`src/rtl/simd_reconv_pkg.sv`:
```
package simd_reconv_pkg;

    localparam int          OPC_W     = 6;
    localparam logic [5:0]  OPC_SPLIT = 6'h3b;
    localparam logic [5:0]  OPC_JOIN  = 6'h3c;

    typedef enum logic [1:0] {
        ACT_IDLE,
        ACT_SPLIT,
        ACT_JOIN,
        ACT_BRANCH
    } act_e;

    function automatic act_e classify(input logic vld, input logic [OPC_W-1:0] opc,
                                      input logic is_branch);
        act_e a;
        if (!vld)                  a = ACT_IDLE;
        else if (opc == OPC_SPLIT) a = ACT_SPLIT;
        else if (opc == OPC_JOIN)  a = ACT_JOIN;
        else if (is_branch)        a = ACT_BRANCH;
        else                       a = ACT_IDLE;
        return a;
    endfunction

    function automatic logic is_warp_op(input logic [OPC_W-1:0] opc);
        return (opc == OPC_SPLIT) || (opc == OPC_JOIN);
    endfunction

endpackage

```
`src/rtl/rs_lane_gate.sv`:
```
module rs_lane_gate #(
    parameter int LANES = 8
) (
    input  logic [LANES-1:0] mask_i,
    input  logic [LANES-1:0] pred_i,
    input  logic             predicated_i,
    input  logic             warp_op_i,
    output logic [LANES-1:0] eff_pred_o,
    output logic [LANES-1:0] exec_o
);
    for (genvar l = 0; l < LANES; l++) begin : g_lane
        assign eff_pred_o[l] = predicated_i ? pred_i[l] : 1'b1;
        assign exec_o[l]     = warp_op_i | (mask_i[l] & eff_pred_o[l]);
    end
endmodule

```
`src/rtl/rs_div_check.sv`:
```
module rs_div_check #(
    parameter int LANES = 8
) (
    input  logic [LANES-1:0] mask_i,
    input  logic [LANES-1:0] eff_pred_i,
    output logic             diverge_o
);
    localparam int CNT_W = $clog2(LANES + 1);

    logic [CNT_W-1:0] n_active;
    logic [CNT_W-1:0] n_taken;

    always_comb begin
        n_active = '0;
        n_taken  = '0;
        for (int l = 0; l < LANES; l++) begin
            n_active = n_active + CNT_W'(mask_i[l]);
            n_taken  = n_taken + CNT_W'(mask_i[l] & eff_pred_i[l]);
        end
        diverge_o = (n_taken != '0) && (n_taken != n_active);
    end
endmodule

```
`src/rtl/rs_div_stack.sv`:
```
module rs_div_stack #(
    parameter int LANES = 8,
    parameter int DEPTH = 16,
    parameter int PC_W  = 32
) (
    input  logic             clk,
    input  logic             rst,
    input  logic             push_pair_i,
    input  logic [LANES-1:0] base_mask_i,
    input  logic [LANES-1:0] alt_mask_i,
    input  logic [PC_W-1:0]  alt_pc_i,
    input  logic             pop_i,
    output logic [LANES-1:0] top_mask_o,
    output logic [PC_W-1:0]  top_pc_o,
    output logic             top_fall_o,
    output logic             room2_o,
    output logic             empty_o
);
    localparam int SP_W  = $clog2(DEPTH + 1);
    localparam int IDX_W = $clog2(DEPTH);

    typedef struct packed {
        logic [LANES-1:0] mask;
        logic [PC_W-1:0]  pc;
        logic             fall;
    } entry_t;

    entry_t           mem [DEPTH];
    logic [SP_W-1:0]  sp_q;
    logic [IDX_W-1:0] wr_lo, wr_hi, rd_idx;
    entry_t           top_e;

    assign wr_lo   = sp_q[IDX_W-1:0];
    assign wr_hi   = IDX_W'(sp_q + SP_W'(1));
    assign rd_idx  = IDX_W'(sp_q - SP_W'(1));
    assign empty_o = (sp_q == '0);
    assign room2_o = (sp_q <= SP_W'(DEPTH - 2));
    assign top_e   = empty_o ? '0 : mem[rd_idx];

    assign top_mask_o = top_e.mask;
    assign top_pc_o   = top_e.pc;
    assign top_fall_o = top_e.fall;

    always_ff @(posedge clk) begin
        if (push_pair_i && room2_o) begin
            mem[wr_lo] <= '{mask: base_mask_i, pc: '0,       fall: 1'b1};
            mem[wr_hi] <= '{mask: alt_mask_i,  pc: alt_pc_i, fall: 1'b0};
        end
    end

    always_ff @(posedge clk) begin
        if (rst) begin
            sp_q <= '0;
        end else if (push_pair_i && room2_o) begin
            sp_q <= sp_q + SP_W'(2);
        end else if (pop_i && !empty_o) begin
            sp_q <= sp_q - SP_W'(1);
        end
    end
endmodule

```
`src/rtl/simd_reconv_unit.sv`:
```
module simd_reconv_unit
    import simd_reconv_pkg::*;
#(
    parameter int N_LANES     = 8,
    parameter int STACK_DEPTH = 16,
    parameter int PC_W        = 32,
    parameter int PC_STEP     = 4
) (
    input  logic               clk,
    input  logic               rst,
    input  logic               valid_i,
    input  logic [OPC_W-1:0]   opcode_i,
    input  logic               branch_i,
    input  logic               predicated_i,
    input  logic [N_LANES-1:0] pred_i,
    input  logic [PC_W-1:0]    pc_i,
    output logic [N_LANES-1:0] lane_mask_o,
    output logic [N_LANES-1:0] exec_mask_o,
    output logic               redirect_valid_o,
    output logic [PC_W-1:0]    redirect_pc_o,
    output logic               diverge_o,
    output logic               overflow_o,
    output logic               underflow_o
);
    act_e               act;
    logic [N_LANES-1:0] mask_q;
    logic [N_LANES-1:0] eff_pred;
    logic               div_raw;
    logic               stk_room2, stk_empty, top_fall;
    logic [N_LANES-1:0] top_mask;
    logic [PC_W-1:0]    top_pc;
    logic               do_push, do_pop;
    logic               redir_q, div_q, ovf_q, unf_q;
    logic [PC_W-1:0]    redir_pc_q;

    assign act     = classify(valid_i, opcode_i, branch_i);
    assign do_push = (act == ACT_SPLIT) && stk_room2;
    assign do_pop  = (act == ACT_JOIN) && !stk_empty;

    rs_lane_gate #(.LANES(N_LANES)) u_gate (
        .mask_i      (mask_q),
        .pred_i      (pred_i),
        .predicated_i(predicated_i),
        .warp_op_i   (is_warp_op(opcode_i)),
        .eff_pred_o  (eff_pred),
        .exec_o      (exec_mask_o)
    );

    rs_div_check #(.LANES(N_LANES)) u_div (
        .mask_i    (mask_q),
        .eff_pred_i(eff_pred),
        .diverge_o (div_raw)
    );

    rs_div_stack #(.LANES(N_LANES), .DEPTH(STACK_DEPTH), .PC_W(PC_W)) u_stack (
        .clk        (clk),
        .rst        (rst),
        .push_pair_i(do_push),
        .base_mask_i(mask_q),
        .alt_mask_i (mask_q & ~eff_pred),
        .alt_pc_i   (pc_i),
        .pop_i      (do_pop),
        .top_mask_o (top_mask),
        .top_pc_o   (top_pc),
        .top_fall_o (top_fall),
        .room2_o    (stk_room2),
        .empty_o    (stk_empty)
    );

    always_ff @(posedge clk) begin
        if (rst) begin
            mask_q     <= '1;
            redir_q    <= 1'b0;
            redir_pc_q <= '0;
            div_q      <= 1'b0;
            ovf_q      <= 1'b0;
            unf_q      <= 1'b0;
        end else begin
            redir_q <= 1'b0;
            div_q   <= 1'b0;
            unique case (act)
                ACT_SPLIT: begin
                    if (stk_room2) mask_q <= mask_q & eff_pred;
                    else           ovf_q  <= 1'b1;
                end
                ACT_JOIN: begin
                    if (stk_empty) begin
                        unf_q <= 1'b1;
                    end else begin
                        mask_q <= top_mask;
                        if (!top_fall) begin
                            redir_q    <= 1'b1;
                            redir_pc_q <= top_pc + PC_W'(PC_STEP);
                        end
                    end
                end
                ACT_BRANCH: div_q <= div_raw;
                default: ;
            endcase
        end
    end

    assign lane_mask_o      = mask_q;
    assign redirect_valid_o = redir_q;
    assign redirect_pc_o    = redir_pc_q;
    assign diverge_o        = div_q;
    assign overflow_o       = ovf_q;
    assign underflow_o      = unf_q;
endmodule

```
`config.mk`:
```
export PLATFORM = sky130hd
export DESIGN_NAME = simd_reconv_unit
export DESIGN_NICKNAME = d
export VERILOG_FILES = /design/src/rtl/simd_reconv_pkg.sv /design/src/rtl/rs_lane_gate.sv /design/src/rtl/rs_div_check.sv /design/src/rtl/rs_div_stack.sv /design/src/rtl/simd_reconv_unit.sv
export SDC_FILE = /design/constraint.sdc
export NUM_CORES = 1
export LEC_CHECK = 0
export BUFFER_PORTS_ARGS = -buffer_cell sky130_fd_sc_hd__buf_2
export CELL_PAD_IN_SITES_DETAIL_PLACEMENT = 0
export CELL_PAD_IN_SITES_GLOBAL_PLACEMENT = 2
export CORE_UTILIZATION = 49
export CTS_CLUSTER_SIZE = 14
export DETAILED_ROUTE_END_ITERATION = 12
export PLACE_DENSITY = 0.91
export RECOVER_POWER = 25
export SYNTH_ARGS = -nofsm -noshare
export SYNTH_HDL_FRONTEND = slang
export SYNTH_SLANG_ARGS = --single-unit
```
`constraint.sdc`:
```
create_clock -name clk -period 10.7 [get_ports clk]
set_clock_uncertainty 0.05 [all_clocks]
set_input_delay 2.14 -clock clk [delete_from_list [all_inputs] [get_ports clk]]
set_output_delay 2.14 -clock clk [all_outputs]
set_load 0.05 [all_outputs]
```
---- Word level (Yosys, flattened, before mapping) ----
Memories as Yosys holds them, arrays and structs flattened.
Index checks and enable logic that the tools add are counted.
operators by class
  reductions and logical operators ........ 17
  bitwise operators ....................... 32
  magnitude comparators ................... 1
  multiplexer cells ....................... 21
  add/subtract/negate cells ............... 18
  eq/ne operators ......................... 8
operator list
  kind                     count
  $mux W41                 1
  $add A32 B3 Y32 const B  1
  $add A4 B4 Y4            7
  $add A4 B1 Y4            6
  $and A1 B1 Y1            16
  $and A8 B8 Y8            2
  $mux W8                  2
  $pmux W8 S2              1
  $eq A6 B6 Y1 const B     2
  $mux W1                  11
  $mux W5                  2
  $mux W2                  4
  $not A8 Y8               1
  $or A1 B1 Y1             8
  $reduce_and A3 Y1        2
  $add A5 B2 Y5 const B    1
  $le A5 B4 Y1 const B     1
  $logic_and A1 B1 Y1      5
  $logic_not A5 Y1         1
  $not A1 Y1               5
  $sub A5 B1 Y5 const B    1
  $add A4 B1 Y4 const B    1
  $eq A2 B2 Y1 const B     2
  $ne A2 B2 Y1 const B     2
  10 further kinds         12
storage, ports and cells
  memory bits (writable) .................. 656
  input bits .............................. 51
  register bits after elaboration ......... 49
  memories ................................ 1
  logic and storage cells ................. 105
  output and inout bits ................... 52
memory list
  memory       words  bits a word  rd ports  clocked after memory_dff  write ports  line                text
  u_stack.mem  16     41           1         0                         2            rs_div_stack.sv:28  entry_t mem [DEPTH];

---- Logic depth before layout (Yosys ltp) ----
Gate-level depths: netlist of run 1.
  word-level depth ........................ 11
  gate-level depth with buffers ........... 21
  mapped depth without buffers ............ 14

---- By module ----
Synthesis of run 1 repeated with hierarchy kept, for this count alone.
unflattened totals
  cell total of the unflattened synthesis .. 2335
  area, all modules ....................... 33621.0 µm²
modules (own cells, without submodules)
  module            cells each  sequential area each (µm²)  instances  area each (µm²)
  rs_div_stack      1984        19638.8                     1          30745.7
  simd_reconv_unit  285         880.8                       1          2329.7
  rs_div_check      49          0.0                         1          431.7
  rs_lane_gate      17          0.0                         1          113.9

---- Worst setup path after synthesis of run 1 ----
No wires, ideal clock.
  kind .................................... input-to-reg
  from .................................... input valid_i
  to ...................................... memory u_stack.mem[11][35] (netlist bit), data pin
  setup slack ............................. 4.766 ns
  arrival ................................. 5.730 ns
  buffers on the path ..................... 1
  stages on the path ...................... 8
  library setup time ...................... 0.153 ns
  data required time ...................... 10.497 ns
  cells stage by stage .................... nand4_1 nor3_1 and2_1 clkbuf_1 nand2_1 o21ai_1 o21ai_0 nor2_1
RTL lines
  what                line                    text
  start: declaration  simd_reconv_unit.sv:11  input logic valid_i,
  end: declaration    rs_div_stack.sv:28

==> flow_metrics.env, run 1 <==
export IMPL_status="finished with violations"
export IMPL_violations="capacitance limit, slew limit"
export IMPL_drive_gt1_frac=0.1516
export IMPL_cp_slowest_stage_delay_ns=2.41
export IMPL_start_util=0.4973
export IMPL_grt_pass1_vias=21900
export IMPL_timing_hold_ws_ns=0.4030
export IMPL_finalCritPeriodShare=0.7621
export IMPL_async_flop_share=0
export IMPL_synth_top_flop_cell="edfxtp_1"
export IMPL_final_hold_viol_count=0
export IMPL_cp_top_family="simple AND/OR/NAND/NOR gates"
export IMPL_ys_types=99
export IMPL_grt_pass1_wl_um=141200
export IMPL_io_buffers=102
export IMPL_cts_resized=0
export IMPL_slew_headroom=-1.131
export IMPL_numCtsBuffers=76
export IMPL_maxSlewViolCount=324
export IMPL_yosysTopAreaCell="edfxtp_1"
export IMPL_worst_ep_arrival_time_ns=8.35
export IMPL_max_clock_freq_ghz=0.1226
export IMPL_synth_edff_count=640
export IMPL_die_area_mm2=0.07103
export IMPL_ant_nets=0
export IMPL_avgSynthCellArea_um2=13.52
export IMPL_critPathLaunchType="register"
export IMPL_grt_util_all_layers=0.2667
export IMPL_synth_top_area_share=0.5606
export IMPL_hold_class="reg -> reg"
export IMPL_antenna_found_initial=4
export IMPL_syn_inst=2535
export IMPL_fp_coreArea_mm2=0.06895
export IMPL_r2r_start="u_stack.sp_q[0]"
export IMPL_drc=0
export IMPL_min_to="redirect_pc_o[1]"
export IMPL_grt_max_degree=132
export IMPL_clk_pin_slew_worst_paths_ns=0.06
export IMPL_cp_num_buf_inv=2
export IMPL_clkLatencyLatePin_ns=0.64
export IMPL_utilization=0.5461
export IMPL_setup_worst_path_end_class="register"
export IMPL_cts_buffer_depth=3
export IMPL_tns_ns=0
export IMPL_cts_sinks=705
export IMPL_ys_ff_latch=705
export IMPL_finalWirelength_um=94250
export IMPL_drtPass1Iterations=6
export IMPL_ff2ff_path_depth=8
export IMPL_cts_tree="yes"
export IMPL_slowest_stage="and3_1"
export IMPL_grt_setup_unrepaired="false"
export IMPL_p_per_area_mw_per_mm2=153.5
export IMPL_root_buffer="clkbuf_16"
export IMPL_nNetsFinal=2573
export IMPL_drt_vias_per_instance=6.447
export IMPL_intPower_mw=4.569
export IMPL_final_setup_viol_count=0
export IMPL_ir_drop_mv=0.1191
export IMPL_ys_seq_area_frac=0.5985
export IMPL_switching_share=0.2094
export IMPL_synthTopCellsByArea="edfxtp_1 56%, and3_1 9.6%, mux4_2 7.9%"
export IMPL_rr_endpoint="u_stack.mem[11][18]"
export IMPL_worstMarginPinSlew_ns=3.197
export IMPL_fp_dieH_um=266.5
export IMPL_htree_levels=3
export IMPL_rows=96
export IMPL_cp_common_cell="nand2_1"
export IMPL_hp_start="redirect_pc_o[1]"
export IMPL_seqPwrFrac=0.512
export IMPL_dp_hpwl_um=50840
export IMPL_io_pins=103
export IMPL_cts_setup_buffers=0
export IMPL_gr_total_overflow=0
export IMPL_ys_warn_count=0
export IMPL_gp_congestion=0.8068
export IMPL_r2r_setup_slack_ns=2.55
export IMPL_syn_nets=2610
export IMPL_fin_crit_ns=8.154
export IMPL_p_comb_frac=0.020
export IMPL_dp_cells=3351
export IMPL_area_growth_synth_to_final_pct=9.817
export IMPL_vias=22520
export IMPL_path_class="reg -> reg"
export IMPL_hold_depth=2
export IMPL_critPathRequiredTime_ns=10.89
export IMPL_power_total_mw=5.779
export IMPL_syn_area_mm2=0.03428
export IMPL_p_clk_frac=0.468
export IMPL_cp_cell_sequence="inv_1, ha_1, nand2_1, a31oi_1, and3_1, nand2_1, o21ai_4, buf_4"
export IMPL_die_x_um=266.5
export IMPL_cp_depth=8
export IMPL_hold_buffers=0
export IMPL_drtIter0Drc=2839
export IMPL_max_cap_viol_count=9
export IMPL_p_switching_mw=1.210
export IMPL_layoutNonFillerInstCount=3493
export IMPL_wl_per_cell_um=26.98
export IMPL_worst_path_max_fanout=72
export IMPL_cellLeakagePower_nw=14.41
logic make-up after synthesis:
family | after synthesis | synth area share
compound gates | 320 | 0.06233
xor+xnor | 23 | 0.007190
fa+ha+maj | 24 | 0.01051
buf+inv | 285 | 0.04244
flops | 705 | 0.5985
mux | 226 | 0.1221
simple gates | 952 | 0.1569
worst max path at each step:
stage | startpoint | end | slack, ns
after global routing | u_stack.sp_q[0] | redirect_pc_o[28] | 2.13
after global placement | predicated_i | diverge_o | 4.21
final | u_stack.sp_q[0] | u_stack.mem[11][18] | 2.55
after CTS | u_stack.sp_q[0] | redirect_pc_o[28] | 4.57
after floorplan | valid_i | u_stack.mem[11][35] | 4.77
after detailed placement | predicated_i | diverge_o | 4.19
synthesized netlist by cell type, types with 13 or more instances:
master and count:
a21oi_1 41, a31oi_1 22, and3_1 524, buf_2 24, clkbuf_1 195, dfxtp_1 65, edfxtp_1 640, ha_1 16
inv_1 15, mux2i_1 78, mux4_1 25, mux4_2 121, nand2_1 112, nand3_1 57, nand4_1 16, nor2_1 137
nor2b_1 13, nor3_1 23, o211a_1 32, o21ai_0 119, o21ai_1 17
stage by stage:
step	setup WS (ns)	area (µm²)
after floorplan	4.766	34280
after global placement	4.208	35220
after detailed placement	4.188	35220
after CTS	4.567	37770
after global routing	2.127	37640
final	2.546	37650
routing by layer:
| metal | GRT usage | share of wire | vias up |
|---|---|---|---|
| li1 | - | - | 9768 |
| met1 | 0.3817 | 0.42 | 11470 |
| met2 | 0.4135 | 0.46 | 1122 |
| met3 | 0.05517 | 0.095 | 154 |
| met4 | 0.07409 | 0.021 | 6 |
| met5 | 0 | 0.00039 | - |
area by class of cell:
class	instances	area, µm²
antenna	3	7.507
clock buffer	95	2026
clock inverter	44	523.0
fill	5675	31300
inverter	23	86.33
multi-input combinational	1545	12500
sequential	705	20520
tap	931	1165
timing repair buffer	147	818.3
tightest hold or removal path, cell delays in order, from the launching register on:
cell,delay [ns]
dfxtp_1,0.31
nand2_1,0.05
a21oi_1,0.05
flip-flops by register name (all words and copies together), names as in the netlist:
| register | count |
|---|---|
| redirect_valid_o | 1 |
| u_stack.sp_q | 5 |
| underflow_o | 1 |
| diverge_o | 1 |
| overflow_o | 1 |
| u_stack.mem | 656 |
| redirect_pc_o | 32 |
| lane_mask_o | 8 |
power groups by stage:
stage          logic [mW]  registers, mW  clock network [mW]
2_1_floorplan      0.0701           3.02                   0
3_3_place_gp        0.111           3.02                   0
3_5_place_dp        0.113           3.02                   0
4_1_cts             0.114           2.96                2.73
5_1_grt             0.125           2.96                2.83
6_report            0.114           2.96                2.70
layout by cell type, fill, tap and decap left out, types with 9 or more instances in the layout:
cell type / n
a211oi_1: 12
a21oi_1: 41
a22oi_1: 10
a31oi_1: 22
and3_1: 524
buf_2: 58
buf_4: 43
bufinv_16: 9
clkbuf_1: 60
clkbuf_16: 78
clkinv_1: 23
dfxtp_1: 65
edfxtp_1: 640
ha_1: 15
inv_1: 16
mux2i_1: 78
mux4_1: 25
mux4_2: 121
nand2_1: 112
nand2b_1: 9
nand3_1: 57
nand4_1: 16
nor2_1: 137
nor2b_1: 11
nor3_1: 22
nor4_1: 11
o211a_1: 32
o21ai_0: 123
o21ai_4: 12
xnor2_1: 11
Note: power is estimated with default switching activity, not from simulation.
==> run 2: changes to the inputs <==
- CORE_UTILIZATION: 49 -> 45
- PLACE_DENSITY: 0.91 -> 0.85
- clock period: 10.7 -> 8.2 ns (I/O delays scaled with it)
==> flow_metrics.env, run 2 (synthesized netlist as in run 1, its figures left out) <==
export IMPL_status="finished with violations"
export IMPL_violations="capacitance limit, slew limit"
export IMPL_maxSlewViolCount=535
export IMPL_cts_sinks=705
export IMPL_finalCritPeriodShare=0.8347
export IMPL_wl_per_cell_um=28.04
export IMPL_final_setup_viol_count=0
export IMPL_r2r_start="u_stack.sp_q[0]"
export IMPL_layout_commonest_cell="edfxtp_1"
export IMPL_worst_path_max_fanout=87
export IMPL_p_per_area_mw_per_mm2=200.4
export IMPL_vias=22500
export IMPL_fillers=6312
export IMPL_cp_cell_sequence="inv_1, ha_1, nand2_1, a31oi_1, and3_4, clkbuf_1, and3_1"
export IMPL_ant_nets=0
export IMPL_gp_congestion=0.8295
export IMPL_final_hold_viol_count=0
export IMPL_fp_dieH_um=278.0
export IMPL_slew_headroom=-2.013
export IMPL_path_class="reg -> reg"
export IMPL_gr_total_overflow=0
export IMPL_cts_buffer_depth=3
export IMPL_r2r_setup_slack_ns=1.36
export IMPL_critPathRequiredTime_ns=8.61
export IMPL_grt_pass1_wl_um=144500
export IMPL_cp_top_family="buffers and inverters"
export IMPL_root_buffer="clkbuf_16"
export IMPL_fin_crit_ns=6.844
export IMPL_cp_depth=7
export IMPL_grt_setup_unrepaired="false"
export IMPL_antenna_found_initial=6
export IMPL_hold_buffers=0
export IMPL_diodes=0
export IMPL_ff2ff_path_depth=7
export IMPL_worstSetupStartpoint="u_stack.sp_q[0]"
export IMPL_io_buffers=102
export IMPL_drtPass1Iterations=8
export IMPL_drive_gt1_frac=0.1574
export IMPL_utilization=0.5047
export IMPL_worst_ep_arrival_time_ns=7.26
export IMPL_grt_pass1_vias=21790
export IMPL_cts_tree="yes"
export IMPL_hold_class="reg -> reg"
export IMPL_largest_reg_flops=656
export IMPL_regArea_mm2=0.02052
export IMPL_final_cell_mix="640 x edfxtp_1, 521 x and3_1, 137 x nor2_1"
export IMPL_multi_input_area_mm2=0.01256
export IMPL_drt_vias_per_instance=6.353
export IMPL_cellLeakagePower_nw=14.46
export IMPL_worstMarginPinSlew_ns=4.520
export IMPL_cp_slowest_stage_delay_ns=3.19
export IMPL_grt_max_degree=105
export IMPL_ir_drop_mv=0.1373
export IMPL_slowest_stage="clkbuf_1"
export IMPL_numCtsBuffers=78
export IMPL_io_pins=103
export IMPL_rows=100
export IMPL_nNetsFinal=2586
export IMPL_max_cap_viol_count=8
export IMPL_critPathLaunchType="register"
export IMPL_cts_resized=0
export IMPL_drc=0
export IMPL_fp_coreArea_mm2=0.07495
export IMPL_area_growth_synth_to_final_pct=10.33
export IMPL_tns_ns=0
export IMPL_dp_hpwl_um=55050
export IMPL_setup_worst_path_end_class="register"
export IMPL_endpoint="u_stack.mem[8][26]"
export IMPL_cts_setup_buffers=0
export IMPL_drtIter0Drc=2857
export IMPL_regMostFlops="u_stack.mem"
export IMPL_power_total_mw=7.579
export IMPL_htree_levels=3
export IMPL_grt_util_all_layers=0.2532
export IMPL_finalWirelength_um=99320
export IMPL_cp_num_buf_inv=2
export IMPL_die_area_mm2=0.07730
export IMPL_clk_pin_slew_worst_paths_ns=0.06
export IMPL_start_util=0.4574
export IMPL_max_clock_freq_ghz=0.1461
export IMPL_rr_endpoint="u_stack.mem[8][26]"
export IMPL_clkLatencyLatePin_ns=0.64
export IMPL_die_x_um=278.0
run 2: cell types whose count changed in the layout (fill, tap and decap cells not counted), moves of 3 or more:
| cell | change |
|---|---|
| clkbuf_4 | +3 |
| and3_4 | +3 |
| and3_1 | -3 |
| clkinv_2 | +3 |
| clkinv_1 | -6 |
| buf_4 | +3 |
| clkbuf_1 | +10 |
| o21ai_4 | +4 |
| diode_2 | -3 |
| o21ai_0 | -3 |
run 2: cell type report:
class / instances / share of cell area
sequential: 705 / 0.5426
multi-input combinational: 1545 / 0.3321
clock buffer: 103 / 0.05547
tap: 969 / 0.03205
timing repair buffer: 158 / 0.02306
clock inverter: 39 / 0.01247
inverter: 23 / 0.002282
run 2: how the worst min path moves through the flow:
stage,startpoint,endpoint,cells past startpoint
2_1_floorplan,u_stack.mem[15][0],u_stack.mem[15][0],1
3_5_place_dp,redirect_pc_o[10],redirect_pc_o[10],2
6_report,redirect_pc_o[10],redirect_pc_o[10],2
5_1_grt,redirect_pc_o[26],redirect_pc_o[26],2
4_1_cts,redirect_pc_o[10],redirect_pc_o[10],2
3_3_place_gp,redirect_pc_o[10],redirect_pc_o[10],2
run 2: metrics by stage:
step	hold slack, ns	cells	area, µm²	setup WS (ns)
floorplan	0.3858	2535	34280	2.766
global placement	0.3905	3400	35350	2.257
detailed placement	0.3959	3400	35350	2.275
CTS	0.4042	3542	37920	2.526
global route	0.4375	3542	37830	1.143
finish	0.4045	3542	37830	1.356
run 2: tightest hold or removal path: stages (launching register included):
cell and delay, ns:
dfxtp_1 0.31, nand2_1 0.05, a21oi_1 0.05
run 2: report_power, final:
part / leakage (nW) / switching [mW] / internal, mW
logic: 6.99 / 0.108 / 0.0451
registers: 6.22 / 0.00133 / 3.86
clock network: 1.25 / 1.44 / 2.12
total: 14.5 / 1.55 / 6.03
run 2: layer usage:
layer  part of all wire  vias to the layer above  track usage
li1                   -                     9792            -
met1               0.42                    11460       0.3557
met2               0.46                     1079       0.3926
met3              0.097                      159      0.06355
met4              0.020                       12      0.06644
met5            0.00073                        -            0
